===== src/rtl/ilv_pkg.sv =====
package ilv_pkg;
  // Bits needed by a down-counter that starts at cyc-1.
  function automatic int cnt_bits(input int cyc);
    return (cyc < 3) ? 1 : $clog2(cyc);
  endfunction
endpackage


===== src/rtl/ilv_bank.sv =====
module ilv_bank #(
  parameter int WORD_W = 6,
  parameter int DATA_W = 16,
  parameter int CYC    = 4
) (
  input  logic              clk,
  input  logic              rst_n,
  input  logic              issue,
  input  logic              wr,
  input  logic [WORD_W-1:0] word,
  input  logic [DATA_W-1:0] wdata,
  output logic              busy,
  output logic [DATA_W-1:0] rdata
);
  localparam int CW    = ilv_pkg::cnt_bits(CYC);
  localparam int DEPTH = 1 << WORD_W;

  logic [CW-1:0]     cnt_q;
  logic [DATA_W-1:0] mem [DEPTH];
  logic [DATA_W-1:0] rdata_q;

  // Remaining cycle time; zero means free for a new access.
  always_ff @(posedge clk or negedge rst_n) begin
    if (!rst_n)          cnt_q <= '0;
    else if (issue)      cnt_q <= CW'(CYC - 1);
    else if (cnt_q != 0) cnt_q <= cnt_q - 1'b1;
  end

  always_ff @(posedge clk) begin
    if (issue && wr)  mem[word] <= wdata;
    if (issue && !wr) rdata_q   <= mem[word];
  end

  assign busy  = (cnt_q != 0);
  assign rdata = rdata_q;
endmodule


===== src/rtl/ilv_tagq.sv =====
module ilv_tagq #(
  parameter int TW    = 2,
  parameter int DEPTH = 4
) (
  input  logic          clk,
  input  logic          rst_n,
  input  logic          push,
  input  logic [TW-1:0] push_tag,
  input  logic          pop,
  output logic [TW-1:0] head_tag,
  output logic          empty
);
  localparam int PW = (DEPTH < 2) ? 1 : $clog2(DEPTH);

  logic [TW-1:0] slot [DEPTH];
  logic [PW-1:0] wp_q, rp_q;
  logic [PW:0]   fill_q;

  always_ff @(posedge clk or negedge rst_n) begin
    if (!rst_n) begin
      wp_q   <= '0;
      rp_q   <= '0;
      fill_q <= '0;
    end else begin
      if (push) wp_q <= (wp_q == PW'(DEPTH - 1)) ? '0 : wp_q + 1'b1;
      if (pop)  rp_q <= (rp_q == PW'(DEPTH - 1)) ? '0 : rp_q + 1'b1;
      case ({push, pop})
        2'b10:   fill_q <= fill_q + 1'b1;
        2'b01:   fill_q <= fill_q - 1'b1;
        default: fill_q <= fill_q;
      endcase
    end
  end

  always_ff @(posedge clk) begin
    if (push) slot[wp_q] <= push_tag;
  end

  assign head_tag = slot[rp_q];
  assign empty    = (fill_q == 0);
endmodule


===== src/rtl/ilv_sched.sv =====
module ilv_sched #(
  parameter int K_BITS = 2,
  parameter int ADDR_W = 8,
  parameter int DATA_W = 16,
  parameter int CYC    = 4
) (
  input  logic              clk,
  input  logic              rst_n,
  input  logic              req_valid,
  output logic              req_ready,
  input  logic              req_write,
  input  logic [ADDR_W-1:0] req_addr,
  input  logic [DATA_W-1:0] req_wdata,
  output logic              rsp_valid,
  output logic [DATA_W-1:0] rsp_data
);
  localparam int NB     = 1 << K_BITS;
  localparam int WORD_W = ADDR_W - K_BITS;

  logic [K_BITS-1:0] sel;
  logic [WORD_W-1:0] word;
  logic [NB-1:0]     busy_v;
  logic [DATA_W-1:0] rdata_a [NB];
  logic              accept;
  logic [K_BITS-1:0] head;
  logic              q_empty;
  logic              pop;
  logic              rsp_valid_q;
  logic [DATA_W-1:0] rsp_data_q;

  // Low-order interleave: bank from the bottom bits, word from the rest.
  assign sel       = req_addr[K_BITS-1:0];
  assign word      = req_addr[ADDR_W-1:K_BITS];
  assign req_ready = !busy_v[sel];
  assign accept    = req_valid && req_ready;

  for (genvar b = 0; b < NB; b++) begin : g_bank
    ilv_bank #(
      .WORD_W(WORD_W),
      .DATA_W(DATA_W),
      .CYC   (CYC)
    ) bank_i (
      .clk  (clk),
      .rst_n(rst_n),
      .issue(accept && (sel == K_BITS'(b))),
      .wr   (req_write),
      .word (word),
      .wdata(req_wdata),
      .busy (busy_v[b]),
      .rdata(rdata_a[b])
    );
  end

  // Bank tags of outstanding reads, oldest at the head.
  ilv_tagq #(
    .TW   (K_BITS),
    .DEPTH(NB)
  ) tagq_i (
    .clk     (clk),
    .rst_n   (rst_n),
    .push    (accept && !req_write),
    .push_tag(sel),
    .pop     (pop),
    .head_tag(head),
    .empty   (q_empty)
  );

  // Equal latency per read: the oldest bank finishes first, one per slot.
  assign pop = !q_empty && !busy_v[head];

  always_ff @(posedge clk or negedge rst_n) begin
    if (!rst_n) rsp_valid_q <= 1'b0;
    else        rsp_valid_q <= pop;
  end

  always_ff @(posedge clk) begin
    if (pop) rsp_data_q <= rdata_a[head];
  end

  assign rsp_valid = rsp_valid_q;
  assign rsp_data  = rsp_data_q;
endmodule


===== config.mk =====
export PLATFORM = sky130hd
export DESIGN_NAME = ilv_sched
export DESIGN_NICKNAME = d
export VERILOG_FILES = /design/src/rtl/ilv_pkg.sv /design/src/rtl/ilv_bank.sv /design/src/rtl/ilv_tagq.sv /design/src/rtl/ilv_sched.sv
export SDC_FILE = /design/constraint.sdc
export NUM_CORES = 2
export LEC_CHECK = 0
export ABC_AREA = 0
export BUFFER_PORTS_ARGS = -buffer_cell sky130_fd_sc_hd__buf_2
export CORE_ASPECT_RATIO = 0.9
export CORE_MARGIN = 4
export CORE_UTILIZATION = 50
export CTS_CLUSTER_DIAMETER = 150
export CTS_CLUSTER_SIZE = 25
export DETAILED_ROUTE_END_ITERATION = 12
export PLACE_DENSITY = 0.68
export SYNTH_ARGS = -nofsm -noshare
export SYNTH_HDL_FRONTEND = slang
export SYNTH_MEMORY_MAX_BITS = 65536
export SYNTH_SLANG_ARGS = --single-unit

===== constraint.sdc =====
create_clock -name clk -period 3.26 [get_ports clk]
set_clock_uncertainty 0.2 [all_clocks]
set_input_delay 0.326 -clock clk [delete_from_list [all_inputs] [get_ports clk]]
set_output_delay 0.326 -clock clk [all_outputs]
set_load 0.01 [all_outputs]

==> summary.txt <==
clock latency reported for the late side of the worst-skew pair: 0.94 ns
setup repair after global routing missed its margin: false
clock group share of total power: 28.2%
share of cells above drive strength 1: 23.62%
core utilization of the finished layout: 57.33%
async set or reset register ratio after synthesis: 0.3810%
cell at the root of the clock tree: sky130_fd_sc_hd__clkbuf_16
Arr. time, crit path: 3.66 ns
overall power after layout: 95.08 mW
classification of the worst setup path: in2reg
power density cells: 513.0 mW/mm^2
most used routing layer: met2
layout net count: 9760
buffers plus inverters on the worst setup path: 5
wire length of the first global-routing pass: 755.4 mm
CTS Buf Count: 193
Synth-to-Final Area Change: 14.09%
number of global-route vias before repair: 92300
final critical delay including setup and external delays: 3.068 ns
area of the mapped netlist: 0.1625 sq mm
CP startpoint: req_addr[5]
clock tree from TritonCTS: yes
share of the yosys chip area belonging to registers: 77.58%
R2R Setup Slk: 0.31 ns
category of the worst setup path capture point: flop
Hold Fails Final Rpt: 0
cell family with most CP delay: buffers and inverters
final routed wire length divided by cell count: 39.30 microns
most common cell type on the critical path: sky130_fd_sc_hd__buf_4
Sw Ratio: 22.90%
routed via count: 97820
maximum vdd ir drop: 0.0004602 V
total net switching power: 21.77 mW
post-placement cell area: 0.1801 sq mm
net count of the mapped netlist: 8920
Crit Reg-Reg Startpoint: tagq_i.rp_q[0]$_DFFE_PN0P_
clock-pin transition on the worst setup and hold timing paths: 0.10 ns
sum of net half-perimeters after detailed placement: 357.9 mm
status: completed
final antenna-violating net count: 0
GRT Total Usage: 32.40%
Buffers on Ports: 45
CP required: 3.85 ns
1st-iter DRT viols: 18430
GRT met1 Usage: 44.08%
most common flop cell mapped by yosys: sky130_fd_sc_hd__edfxtp_1
maximum number of pins on one net before global-route repair: 120
worst-path maximum fanout: 14
die span in y: 548.8 microns
drt via density: 6.955
instance count on the critical path: 11
remaining global-route overflow: 0
Worst Setup EP: g_bank[0].bank_i.rdata[14]$_DFFE_PP_
# H-tree levels: 4
met2 usage: 46.56%
Initial Utilization: 50.25%
min-delay worst type: in2reg
ratio of final minimum period to clock period: 94.11%
register bit total from synthesis: 4200
total wirelength of the detailed-routed design: 552.7 mm
buffer levels on the longest clock path: 4
number of placement rows: 198
number of fill cells: 23640
Worst Reg-to-Reg Cells: 9
die boundary width: 608.9 microns
register share of total power: 63.0%
largest stage delay on the critical path: 0.73 ns
met3 routing resource usage after global routing: 11.41%
area of all placed cells without fillers: 0.1853 sq mm
Warnings, synthesis: 0
instance count of the mapped netlist: 8881
transition at the pin with the smallest max-transition slack: 1.319 ns
1st-pass router iterations: 7
Leak Pwr: 59.22 nW
count of flip-flops with a built-in enable after synthesis: 4184
number of distinct library cells after synthesis: 76
core outline area: 0.3233 sq mm
global placer's final weighted congestion: 0.9540
critical path, cell by cell: dlygate4sd3_1, buf_2, buf_4, nand3_2, nor2_2, buf_4, a22o_1, nor2_1, buf_4, o2111ai_1, a211o_1
smallest setup slack after layout: 0.1920 ns
worst slack at placement: -0.4005 ns
Gate power share: 8.8%
achievable frequency: 325.9 MHz
number of top-level pins: 46
Final Hold Slack: 0.04707 ns
antenna violations before repair: 56
normalized max-slew margin: 12.07%
Internal Power: 73.31 mW
FF-to-FF End: tagq_i.fill_q[2]$_DFFE_PN0P_
number of failing setup endpoints in the final timing report: 0
Critical Path Slowest Stage Cell: sky130_fd_sc_hd__nor2_2
post-synthesis average cell area: 18.29 sq um
number of clock sinks: 4200
full die area: 0.3341 sq mm
total of max-cap violations: 0
Slew Limit Fails: 0
remaining design rule violation count: 0
Post CTS Setup Buffer Count: 0
critical path startpoint category: input pin
Yosys cell counts, types with 7 or more instances:
master                      number  area [sq um]
sky130_fd_sc_hd__edfxtp_1     4184        125600
sky130_fd_sc_hd__a2bb2oi_1       7         61.31
sky130_fd_sc_hd__clkbuf_1      142         533.0
sky130_fd_sc_hd__or2_2           7         43.79
sky130_fd_sc_hd__nor2_1        501          1881
sky130_fd_sc_hd__mux2_2        310          3491
sky130_fd_sc_hd__a22o_1         79         691.9
sky130_fd_sc_hd__mux2i_1       595          5956
sky130_fd_sc_hd__o21ai_0       267          1336
sky130_fd_sc_hd__nand3_1        41         205.2
sky130_fd_sc_hd__o22ai_1       233          1458
sky130_fd_sc_hd__o2bb2ai_1      35         306.5
sky130_fd_sc_hd__o2111ai_1       7         61.31
sky130_fd_sc_hd__o22a_1         21         183.9
sky130_fd_sc_hd__nand3b_1       13         97.59
sky130_fd_sc_hd__inv_1          20         75.07
sky130_fd_sc_hd__o211ai_1       15         112.6
sky130_fd_sc_hd__buf_4         103         773.2
sky130_fd_sc_hd__a21o_1          7         52.55
sky130_fd_sc_hd__a31oi_1        29         181.4
sky130_fd_sc_hd__buf_1          50         187.7
sky130_fd_sc_hd__a211oi_1       37         277.8
sky130_fd_sc_hd__nand2_1       250         938.4
sky130_fd_sc_hd__ha_1           10         125.1
sky130_fd_sc_hd__nand4_1        32         200.2
sky130_fd_sc_hd__or4_1          20         150.1
sky130_fd_sc_hd__a21oi_1       336          1682
sky130_fd_sc_hd__and3_1         15         93.84
sky130_fd_sc_hd__mux4_2        244          5495
sky130_fd_sc_hd__nor3_1         23         115.1
sky130_fd_sc_hd__o221ai_1       26         227.7
sky130_fd_sc_hd__and2_1          8         50.05
sky130_fd_sc_hd__buf_2         265          1326
sky130_fd_sc_hd__nor2b_1        12         75.07
sky130_fd_sc_hd__dfrtp_1        16         400.4
sky130_fd_sc_hd__buf_6          62         698.2
sky130_fd_sc_hd__a22oi_1       308          2312
sky130_fd_sc_hd__a222oi_1       20         200.2
sky130_fd_sc_hd__a221oi_1      363          3179
sky130_fd_sc_hd__a211o_1        15         131.4
sky130_fd_sc_hd__a221o_1        64         640.6
metal layers:
layer / part of all wire, % / vias up
met5: 0.081 / -
met2: 43 / 8572
met1: 34 / 50000
li1: - / 37810
met4: 6.3 / 42
met3: 16 / 1401
cell usage in the layout (no fill, tap or decap), types with 10 or more instances in the layout:
cell and count:
sky130_fd_sc_hd__o22ai_1 233, sky130_fd_sc_hd__o2bb2ai_1 35, sky130_fd_sc_hd__mux2i_1 595, sky130_fd_sc_hd__and3_1 13, sky130_fd_sc_hd__a21oi_1 336, sky130_fd_sc_hd__nor2_2 245
sky130_fd_sc_hd__a22oi_1 308, sky130_fd_sc_hd__a211oi_1 37, sky130_fd_sc_hd__inv_1 17, sky130_fd_sc_hd__nand2_1 248, sky130_fd_sc_hd__a31oi_1 29, sky130_fd_sc_hd__nand3_1 37
sky130_fd_sc_hd__o211ai_1 15, sky130_fd_sc_hd__o21ai_0 267, sky130_fd_sc_hd__nor2_1 253, sky130_fd_sc_hd__o22a_1 21, sky130_fd_sc_hd__a222oi_1 20, sky130_fd_sc_hd__o221ai_1 26
sky130_fd_sc_hd__dlygate4sd3_1 23, sky130_fd_sc_hd__a221oi_1 363, sky130_fd_sc_hd__mux4_2 244, sky130_fd_sc_hd__buf_12 442, sky130_fd_sc_hd__buf_4 759, sky130_fd_sc_hd__or4_1 20
sky130_fd_sc_hd__edfxtp_1 4184, sky130_fd_sc_hd__clkbuf_8 11, sky130_fd_sc_hd__clkbuf_16 193, sky130_fd_sc_hd__diode_2 17, sky130_fd_sc_hd__buf_2 26, sky130_fd_sc_hd__dfrtp_1 16
sky130_fd_sc_hd__mux2_2 310, sky130_fd_sc_hd__a211o_1 15, sky130_fd_sc_hd__ha_1 10, sky130_fd_sc_hd__a22o_1 79, sky130_fd_sc_hd__nor3_1 20, sky130_fd_sc_hd__nand3b_1 13
sky130_fd_sc_hd__a221o_1 64, sky130_fd_sc_hd__clkbuf_1 22, sky130_fd_sc_hd__nand4_1 32
sequential cells by signal, summed over array words and instances (netlist names):
register             cells
g_bank.bank_i.mem     4096
g_bank.bank_i.rdata     64
rsp_data                16
g_bank.bank_i.cnt_q      8
tagq_i.slot              8
tagq_i.fill_q            3
tagq_i.rp_q              2
tagq_i.wp_q              2
rsp_valid                1
layout make-up:
type | instances | area [sq um] | share of cell area (%)
repair buffers | 1269 | 15180 | 8.189
diodes | 17 | 42.54 | 0.02295
clock inverters | 6 | 82.58 | 0.04455
flip-flops and latches | 4200 | 126000 | 68.00
well taps | 4300 | 5380 | 2.903
inverters | 21 | 98.84 | 0.05333
multi-input cells | 4036 | 33610 | 18.14
clock buffers | 215 | 4912 | 2.650
through the flow:
stage / setup TNS (ns) / instances
detailed placement: -62.82 / 13800
floorplan: 0 / 8881
global placement: -42.90 / 13800
CTS: 0 / 14050
global route: 0 / 14050
finish: 0 / 14060
kinds of logic (layout without fill, tap and decap cells):
family	Yosys count	count (layout)	synth area share, %
buffers and inverters	645	1511	2.233
AOI/OAI and AO/OA	1905	1905	8.260
muxes	1155	1155	9.250
DFF	4200	4200	77.58
xor gates and xnor gates	3	3	0.01618
and+or+nand+nor	962	962	2.568
other	0	17	0
adders and majority gates	11	11	0.08934
worst min-delay path by stage:
stage | slack, ns | startpoint | to | depth (start not counted)
3_3_place_gp | 0.07 | rst_n | rsp_valid$_DFF_PN0_ | 1
4_1_cts | 0.02 | req_addr[7] | g_bank[0].bank_i.rdata[13]$_DFFE_PP_ | 4
3_5_place_dp | 0.08 | rst_n | rsp_valid$_DFF_PN0_ | 1
2_1_floorplan | -0.17 | rst_n | g_bank[0].bank_i.cnt_q[0]$_DFFE_PN0P_ | 0
5_1_grt | 0.05 | req_wdata[2] | g_bank[2].bank_i.mem[44][2]$_DFFE_PP_ | 1
6_report | 0.05 | req_wdata[2] | g_bank[2].bank_i.mem[44][2]$_DFFE_PP_ | 1
power by group through the flow:
stage	clock network, mW	registers, mW	logic, mW
after global routing	28.8	59.9	8.58
final	26.8	59.9	8.41
after detailed placement	0	61.1	8.11
after floorplan	0	61.0	3.57
after global placement	0	61.1	7.94
after CTS	26.8	59.9	8.16
what timing repair did:
item	CTS	global route
gates resized for setup	0	0
hold endpoints to repair	1451	0
hold buffers	23	0
(Power assumes the default switching activity.)
